===== src/rtl/sfx_tmr_pkg.sv =====
// Package: shared widths and control-bit positions for the sound timer.
// Assumes an 8-bit host data path and a 16-bit counter made of two bytes.
package sfx_tmr_pkg;
    localparam int DATA_W = 8;
    localparam int CNT_W  = 2 * DATA_W;
    localparam int VOL_W  = 3;
    localparam int N_CH   = 3;
    localparam int VOL_MAX = (1 << VOL_W) - 1;

    // Control byte bit positions (bit 0 meaning depends on channel)
    localparam int CB_B0     = 0;  // ch0: hold all, ch1: route, ch2: prescale
    localparam int CB_CLKSEL = 1;  // 1 = enable tick, 0 = noise tick
    localparam int CB_DUAL   = 2;  // 1 = dual 8-bit mode
    localparam int CB_DEFER  = 4;  // 1 = do not load counter on LSB write
    localparam int CB_ENABLE = 7;  // channel active

    typedef logic [DATA_W-1:0] ctrl_t;
    typedef logic [CNT_W-1:0]  cnt_t;
endpackage


===== src/rtl/sfx_regs.sv =====
// Module: sfx_regs
// Decodes the timer and effects write ports into control bytes, reload
// latches, the shared high-byte staging register, volumes and mute.
// Assumes at most one write per port per cycle; there is no read path.
module sfx_regs
    import sfx_tmr_pkg::*;
(
    input  logic                        clk,
    input  logic                        rst_n,
    input  logic                        tmr_we,
    input  logic [2:0]                  tmr_addr,
    input  logic [DATA_W-1:0]           tmr_wdata,
    input  logic                        fx_we,
    input  logic [1:0]                  fx_addr,
    input  logic [DATA_W-1:0]           fx_wdata,
    output logic [N_CH-1:0][DATA_W-1:0] ctrl_q,
    output logic [N_CH-1:0][CNT_W-1:0]  reload_q,
    output logic [DATA_W-1:0]           msb_q,
    output logic [N_CH-1:0][VOL_W-1:0]  vol_q,
    output logic                        mute_q,
    output logic [N_CH-1:0]             lsb_wr,
    output logic [CNT_W-1:0]            lsb_val
);
    logic unused_fx;
    assign unused_fx = ^{fx_wdata[DATA_W-1:VOL_W]};

    // Combined reload value presented with an LSB write
    assign lsb_val = {msb_q, tmr_wdata};

    // One LSB-write strobe per channel, offsets 3, 5 and 7
    genvar gc;
    generate
        for (gc = 0; gc < N_CH; gc++) begin : g_lsb
            assign lsb_wr[gc] = tmr_we && (tmr_addr == 3'(2 * gc + 3));
        end
    endgenerate

    // Timer port register decode
    always_ff @(posedge clk) begin
        if (!rst_n) begin
            ctrl_q   <= '0;
            reload_q <= '0;
            msb_q    <= '0;
        end else if (tmr_we) begin
            case (tmr_addr)
                3'd0: begin
                    if (ctrl_q[1][CB_B0]) ctrl_q[0] <= tmr_wdata;
                    else                  ctrl_q[2] <= tmr_wdata;
                end
                3'd1:               ctrl_q[1] <= tmr_wdata;
                3'd2, 3'd4, 3'd6:   msb_q     <= tmr_wdata;
                default:            reload_q[tmr_addr[2:1] - 2'd1] <= lsb_val;
            endcase
        end
    end

    // Effects port decode: mute at offset 0, volumes at offsets 1..3
    always_ff @(posedge clk) begin
        if (!rst_n) begin
            vol_q  <= '0;
            mute_q <= 1'b0;
        end else if (fx_we) begin
            if (fx_addr == 2'd0) mute_q <= fx_wdata[1];
            else                 vol_q[fx_addr - 2'd1] <= fx_wdata[VOL_W-1:0];
        end
    end
endmodule


===== src/rtl/sfx_chan.sv =====
// Module: sfx_chan
// One down-counter channel: clock select, optional divide-by-8 prescaler,
// 16-bit toggle mode and dual 8-bit mode. A counter load on an LSB write
// replaces any count step on the same edge.
module sfx_chan
    import sfx_tmr_pkg::*;
#(
    parameter bit HAS_PRE = 1'b0,
    parameter int PRE_W   = 3
)(
    input  logic              clk,
    input  logic              rst_n,
    input  logic [DATA_W-1:0] ctrl,
    input  logic [CNT_W-1:0]  reload,
    input  logic              lsb_wr,
    input  logic [CNT_W-1:0]  lsb_val,
    input  logic              hold,
    input  logic              tick_en,
    input  logic              noise_tick,
    output logic              out_q,
    output logic [CNT_W-1:0]  cnt_q
);
    localparam int HB = CNT_W / 2;

    logic src, run, step;
    logic unused_cb;
    assign unused_cb = ^{ctrl[6:5], ctrl[3]};

    // Selected clock source and the run qualifier
    assign src = ctrl[CB_CLKSEL] ? tick_en : noise_tick;
    assign run = src && ctrl[CB_ENABLE] && !hold;

    generate
        if (HAS_PRE) begin : g_pre
            logic [PRE_W-1:0] pre_q;
            // Prescale remainder, advances only on qualified clocks
            always_ff @(posedge clk) begin
                if (!rst_n)                  pre_q <= '0;
                else if (run && ctrl[CB_B0]) pre_q <= pre_q + 1'b1;
            end
            assign step = ctrl[CB_B0] ? (run && (&pre_q)) : run;
        end else begin : g_nopre
            logic unused_b0;
            assign unused_b0 = ctrl[CB_B0];
            assign step = run;
        end
    endgenerate

    // Counter and output level update
    always_ff @(posedge clk) begin
        if (!rst_n) begin
            cnt_q <= '0;
            out_q <= 1'b0;
        end else if (lsb_wr && !ctrl[CB_DEFER]) begin
            cnt_q <= lsb_val;
        end else if (step) begin
            if (!ctrl[CB_DUAL]) begin
                if (cnt_q == '0) begin
                    cnt_q <= reload;
                    out_q <= ~out_q;
                end else begin
                    cnt_q <= cnt_q - 1'b1;
                end
            end else if (cnt_q[HB-1:0] != '0) begin
                cnt_q[HB-1:0] <= cnt_q[HB-1:0] - 1'b1;
            end else if (cnt_q[CNT_W-1:HB] == '0) begin
                cnt_q <= reload;
                out_q <= 1'b0;
            end else begin
                cnt_q <= {cnt_q[CNT_W-1:HB] - 1'b1, reload[HB-1:0]};
                if (cnt_q[CNT_W-1:HB] == HB'(1)) out_q <= 1'b1;
            end
        end
    end
endmodule


===== src/rtl/sfx_mix.sv =====
// Module: sfx_mix
// Gates each channel level by enable and mute, scales by volume code and
// sums into an unsigned mix word. Purely combinational.
module sfx_mix
    import sfx_tmr_pkg::*;
#(
    parameter int VOL_STEP = 16,
    parameter int MIX_W    = 9
)(
    input  logic [N_CH-1:0]             lvl_raw,
    input  logic [N_CH-1:0]             ch_en,
    input  logic                        mute0,
    input  logic [N_CH-1:0][VOL_W-1:0]  vol,
    output logic [N_CH-1:0]             lvl,
    output logic [MIX_W-1:0]            mix
);
    // Gated level per channel
    always_comb begin
        for (int c = 0; c < N_CH; c++) begin
            lvl[c] = lvl_raw[c] && ch_en[c] && !(c == 0 && mute0);
        end
    end

    // Weighted sum of the active channels
    always_comb begin
        mix = '0;
        for (int c = 0; c < N_CH; c++) begin
            if (lvl[c]) mix = mix + MIX_W'(vol[c]) * MIX_W'(VOL_STEP);
        end
    end
endmodule


===== src/rtl/sfx_timer_trio.sv =====
// Module: sfx_timer_trio (top)
// Three programmable sound timer channels behind a write-only register
// port, plus an effects port for volume and mute. Channel 2 carries the
// prescaler. Assumes tick inputs are single-cycle qualified pulses.
module sfx_timer_trio
    import sfx_tmr_pkg::*;
#(
    parameter int VOL_STEP = 16,
    parameter int PRE_W    = 3,
    parameter int MIX_W    = $clog2(3 * 7 * VOL_STEP + 1)
)(
    input  logic             clk,
    input  logic             rst_n,
    input  logic             tmr_we,
    input  logic [2:0]       tmr_addr,
    input  logic [7:0]       tmr_wdata,
    input  logic             fx_we,
    input  logic [1:0]       fx_addr,
    input  logic [7:0]       fx_wdata,
    input  logic             tick_en,
    input  logic             noise_tick,
    output logic [2:0]       chan_level,
    output logic [MIX_W-1:0] mix_out
);
    logic [N_CH-1:0][DATA_W-1:0] ctrl_q;
    logic [N_CH-1:0][CNT_W-1:0]  reload_q;
    logic [N_CH-1:0][CNT_W-1:0]  cnt_q;
    logic [N_CH-1:0][VOL_W-1:0]  vol_q;
    logic [DATA_W-1:0]           msb_q;
    logic                        mute_q;
    logic [N_CH-1:0]             lsb_wr;
    logic [CNT_W-1:0]            lsb_val;
    logic [N_CH-1:0]             out_q;
    logic [N_CH-1:0]             ch_en;

    // Register decode for both host ports
    sfx_regs u_regs (
        .clk(clk), .rst_n(rst_n),
        .tmr_we(tmr_we), .tmr_addr(tmr_addr), .tmr_wdata(tmr_wdata),
        .fx_we(fx_we), .fx_addr(fx_addr), .fx_wdata(fx_wdata),
        .ctrl_q(ctrl_q), .reload_q(reload_q), .msb_q(msb_q),
        .vol_q(vol_q), .mute_q(mute_q), .lsb_wr(lsb_wr), .lsb_val(lsb_val)
    );

    // Channel array; only the last channel has a prescaler
    genvar gc;
    generate
        for (gc = 0; gc < N_CH; gc++) begin : g_ch
            assign ch_en[gc] = ctrl_q[gc][CB_ENABLE];
            sfx_chan #(.HAS_PRE(gc == N_CH - 1), .PRE_W(PRE_W)) u_chan (
                .clk(clk), .rst_n(rst_n),
                .ctrl(ctrl_q[gc]), .reload(reload_q[gc]),
                .lsb_wr(lsb_wr[gc]), .lsb_val(lsb_val),
                .hold(ctrl_q[0][CB_B0]),
                .tick_en(tick_en), .noise_tick(noise_tick),
                .out_q(out_q[gc]), .cnt_q(cnt_q[gc])
            );
        end
    endgenerate

    // Output gating and mixing
    sfx_mix #(.VOL_STEP(VOL_STEP), .MIX_W(MIX_W)) u_mix (
        .lvl_raw(out_q), .ch_en(ch_en), .mute0(mute_q), .vol(vol_q),
        .lvl(chan_level), .mix(mix_out)
    );
endmodule


===== config.mk =====
export PLATFORM = sky130hd
export DESIGN_NAME = sfx_timer_trio
export DESIGN_NICKNAME = d
export VERILOG_FILES = /design/src/rtl/sfx_tmr_pkg.sv /design/src/rtl/sfx_regs.sv /design/src/rtl/sfx_chan.sv /design/src/rtl/sfx_mix.sv /design/src/rtl/sfx_timer_trio.sv
export SDC_FILE = /design/constraint.sdc
export NUM_CORES = 1
export LEC_CHECK = 0
export BUFFER_PORTS_ARGS = -buffer_cell sky130_fd_sc_hd__buf_2
export CORE_ASPECT_RATIO = 0.7
export CORE_MARGIN = 2
export CORE_UTILIZATION = 56
export CTS_CLUSTER_DIAMETER = 200
export DETAILED_ROUTE_END_ITERATION = 8
export HOLD_SLACK_MARGIN = 0.08
export PLACE_DENSITY = 0.86
export SYNTH_ARGS = -nofsm -noshare
export SYNTH_HDL_FRONTEND = slang
export SYNTH_SLANG_ARGS = --single-unit

===== constraint.sdc =====
create_clock -name clk -period 2.85 [get_ports clk]
set_input_delay 0.4275 -clock clk [delete_from_list [all_inputs] [get_ports clk]]
set_output_delay 0.4275 -clock clk [all_outputs]
set_load 0.01 [all_outputs]

==> implementation parameters <==
Parameter                              Value

Run status
  Result of the run ... complete, but fails checks
  Violated checks ... negative setup slack

Die
  Die Height ... 105.5 microns
  Ports ... 39
  Starting utilization of the core area ... 56.73%
  Core area ... 14,540 sq um
  Die outline width ... 149.0 microns
  Number of rows in the core area ... 37
  Die footprint ... 15,730 sq um

STA
  Relative max-transition margin ... 33.21%
  RSZ-0062 raised after global routing ... true
  PnR worst setup slack ... -424.1 ps
  Achievable frequency ... 305.4 MHz
  Number of pins with negative max-slew slack in the final report ... 0
  Period minus WS final ... 3274 ps
  Least-Margin Pin Slew ... 995.2 ps
  Final cycle utilization of the critical path ... 114.9%
  Final number of setup-violating endpoints ... 4
  Clock Skew ... 11.89 ps
  Final hold vios ... 0

Synth
  Most area-hungry cell type in the Yosys netlist ... sky130_fd_sc_hd__dfxtp_1
  Warnings from Yosys ... 0
  Area share of the leading cell type in the synthesized netlist ... 32.77%
  Share of synthesized flip-flops with an asynchronous set or reset ... 0%
  Number of flops mapped to enable cells by yosys ... 0
  Cell area after synthesis ... 8247 sq um
  Post-synth top flop ... sky130_fd_sc_hd__dfxtp_1
  Post-synthesis sequential element count ... 135
  Synth Instances ... 1,047
  Number of different library cells in the post-synthesis netlist ... 75
  Portion of the post-synthesis area used by sequential elements ... 32.77%
  Leading cell types by total area after synthesis ... sky130_fd_sc_hd__dfxtp_1 33%, sky130_fd_sc_hd__nand2_1 8.0%, sky130_fd_sc_hd__a21boi_0 6.1%
  Post-synthesis area per instance ... 7.876 sq um

Pwr
  Ratio of total power to cell area ... 556.2 nW/um^2
  IR drop worst, VDD ... 0.4047 mV
  Pleak ... 3.490 nW
  Post-layout power ... 5.203 mW

Setup path
  Slowest stage cell on the critical path ... sky130_fd_sc_hd__fa_2
  Startpoint types ... flip-flop
  Nature of the critical path endpoint ... output pin
  Worst stage delay on the critical path ... 470 ps
  Required time reported for the critical path endpoint ... 2420 ps
  Count of buffering cells on the critical path with inverters included ... 2
  Sequence of cells on the critical path ... and3b_2 > and2_4 > ha_4 > inv_2 > fa_2 > o21ai_4 > fa_2 > mux2_4 > buf_6
  Largest fanout on the critical path ... 3
  Most prevalent standard cell on the critical path ... sky130_fd_sc_hd__fa_2
  Arr. time, crit path ... 2850 ps
  Category of the most critical setup path ... reg2out
  Cell class contributing the biggest share of worst-path delay ... adder cells

Route
  Drt total wl ... 24,490 microns
  # DRC ... 0
  Post-detailed-route via-to-cell ratio ... 6.440
  DR WL/cell ... 19.24 microns
  Vias after detailed routing ... 8,198
  Number of DRC markers in iteration 0 ... 973
  Final ANT Viol Nets ... 0
  Pre-Repair DR Iteration Count ... 5

GRT
  GR Layer Usage met1 ... 42.80%
  Global router's overall resource usage ... 31.12%
  GRT met2 Usage ... 46.48%
  Met3 Track Usage GR ... 8.874%
  Via count of the first global-routing pass ... 7,587
  Leftover overflow at the end of global routing ... 0
  Global-route wire length before repair ... 38,960 microns
  Largest net degree at the start of global routing ... 65
  Busiest layer in global routing ... met2
  Initial antenna violation count ... 0

Clock network
  Clock Tree Root ... sky130_fd_sc_hd__clkbuf_16
  Number of buffers on the longest clock path ... 2
  Clk pin slew, worst setup/hold paths ... 70 ps
  CTS tree ... built
  Sink count of the clock tree ... 135
  H-tree levels ... 4
  Number of buffers added by the clock tree synthesis step ... 17
  Source-to-sink clock delay at the later pin of the worst-skew pair ... 430 ps

Run
  Max_cap viols ... 0

Final layout
  Sequential standard cell area ... 2704 sq um
  Fillcell total ... 1,177
  Net count reported at finish ... 1,115
  Non-Filler Cell Area, Final ... 9355 sq um
  Multi-input gate area ... 5206 sq um
  Syn-to-layout area delta ... 13.44%
  Antenna diodes ... 0
  Fraction of final layout cells with drive strength greater than 1 ... 14.75%

Placed design
  Placement Cell Area ... 8630 sq um
  Final GP Congestion ... 0.9536
  DP HPWL ... 16,140 microns
  Worst Setup Slack post-DPL ... -202.8 ps
  Input/output buffers ... 29

Hold path
  Worst hold path type ... in2reg
==> state kept, by name (all words and copies together) (netlist names) <==
register and flops:
u_regs.ctrl_q 15, g_ch.u_chan.out_q 3, u_regs.msb_q 8, u_regs.mute_q 1
u_regs.vol_q 9, g_ch.u_chan.g_pre.pre_q 3, g_ch.u_chan.cnt_q 48, u_regs.reload_q 48
==> Yosys cell counts, types with 4 or more instances <==
master,n
sky130_fd_sc_hd__nand2_1,175
sky130_fd_sc_hd__nor2_1,61
sky130_fd_sc_hd__buf_1,5
sky130_fd_sc_hd__o221ai_1,8
sky130_fd_sc_hd__or3_1,6
sky130_fd_sc_hd__clkbuf_1,56
sky130_fd_sc_hd__or2_2,4
sky130_fd_sc_hd__a221oi_1,4
sky130_fd_sc_hd__buf_4,5
sky130_fd_sc_hd__or3b_2,6
sky130_fd_sc_hd__o211ai_1,22
sky130_fd_sc_hd__mux2_2,6
sky130_fd_sc_hd__and2_1,12
sky130_fd_sc_hd__dfxtp_1,135
sky130_fd_sc_hd__a31oi_1,13
sky130_fd_sc_hd__o21a_1,4
sky130_fd_sc_hd__o41ai_1,5
sky130_fd_sc_hd__a21boi_0,67
sky130_fd_sc_hd__o21ai_0,61
sky130_fd_sc_hd__a21oi_1,43
sky130_fd_sc_hd__mux2i_1,36
sky130_fd_sc_hd__nor2b_1,33
sky130_fd_sc_hd__nand3b_1,4
sky130_fd_sc_hd__and3_1,6
sky130_fd_sc_hd__nor3b_1,8
sky130_fd_sc_hd__o31ai_1,6
sky130_fd_sc_hd__a211o_1,8
sky130_fd_sc_hd__buf_2,11
sky130_fd_sc_hd__a22oi_1,12
sky130_fd_sc_hd__nand3_1,18
sky130_fd_sc_hd__nor3_1,21
sky130_fd_sc_hd__nand2b_1,5
sky130_fd_sc_hd__nand4_1,9
sky130_fd_sc_hd__or4_1,11
sky130_fd_sc_hd__xor2_1,8
sky130_fd_sc_hd__inv_1,27
sky130_fd_sc_hd__a211oi_1,10
sky130_fd_sc_hd__ha_1,21
sky130_fd_sc_hd__xnor2_1,20
sky130_fd_sc_hd__nor4_1,16
==> metal layers <==
layer  up-vias  part of all wire, %
li1       3797                    -
met1      3809                   42
met2       529                   43
met3        63                   13
met4         0                  2.3
met5         -                    0
==> cell families (layout without fill, tap and decap cells) <==
| family | after synthesis | in the layout | synth area share (%) |
|---|---|---|---|
| multiplexers | 42 | 42 | 5.189 |
| adder cells (fa/ha/maj) | 23 | 23 | 3.672 |
| XOR/XNOR | 28 | 28 | 2.974 |
| flip-flops | 135 | 135 | 32.77 |
| AO/OA/AOI/OAI | 295 | 295 | 24.41 |
| buffers and inverters | 107 | 135 | 5.538 |
| other | 1 | 4 | 0.04547 |
| AND/OR/NAND/NOR | 416 | 416 | 25.40 |
==> tightest hold or removal path, cell delays in order <==
cell                      delay, ps
sky130_fd_sc_hd__buf_2          110
sky130_fd_sc_hd__mux2i_1         70
sky130_fd_sc_hd__nor2b_1        100
==> power by group <==
group          switching (mW)  internal (mW)
clock network            1.02           1.18
registers              0.0705           1.93
logic                   0.599          0.399
==> through the flow <==
| step | std cells | hold slack, ps | util, % | TNS [ps] |
|---|---|---|---|---|
| after detailed placement | 1238 | 456.0 | 59.36 | -364.5 |
| after floorplan | 1050 | 439.1 | - | 0 |
| final | 1273 | 303.4 | 64.36 | -1407 |
| after global routing | 1273 | 313.4 | 64.36 | -1706 |
| after CTS | 1271 | 299.3 | 63.97 | -1441 |
| after global placement | 1238 | 450.2 | 59.36 | -71.48 |
==> area by class of cell <==
cell class / instances / area share, %
multi-input cells: 808 / 55.65
repair buffers: 76 / 5.417
well taps: 195 / 2.608
clock inverters: 15 / 1.792
inverters: 27 / 1.083
flip-flops and latches: 135 / 28.90
clock buffers: 17 / 4.547
==> placed cells by master (no fill, tap or decap), drive strengths merged, types with 13 or more instances in the layout <==
cell,n
nand2,175
nor2,63
dfxtp,135
xnor2,20
nand3,18
nor2b,33
nor4,20
o21ai,64
ha,21
a31oi,13
clkbuf,17
a21oi,43
a21boi,67
o211ai,22
or4,14
buf,76
nor3,23
inv,37
mux2i,36
==> worst paths after layout <==
path,startpoint,end,cells past startpoint,slack [ps]
worst max-delay path,u_regs.mute_q,mix_out[5],9,-420
worst min-delay path,fx_wdata[2],u_regs.vol_q[8],3,300
worst max register to register,g_ch[0].u_chan.cnt_q[0],g_ch[0].u_chan.cnt_q[13],7,320
worst min register to register,u_regs.reload_q[1],u_regs.reload_q[1],2,470
==> repair_timing <==
item                                    CTS  global route
buffers inserted                          2             2
gates cloned                              0             0
pin swaps                                 8             9
endpoints found under the hold margin     0             0
hold buffers                              0             0
endpoints found under the setup margin    4             4
gates resized for setup                  17             7
No activity file was read; power rests on OpenSTA's default activity.
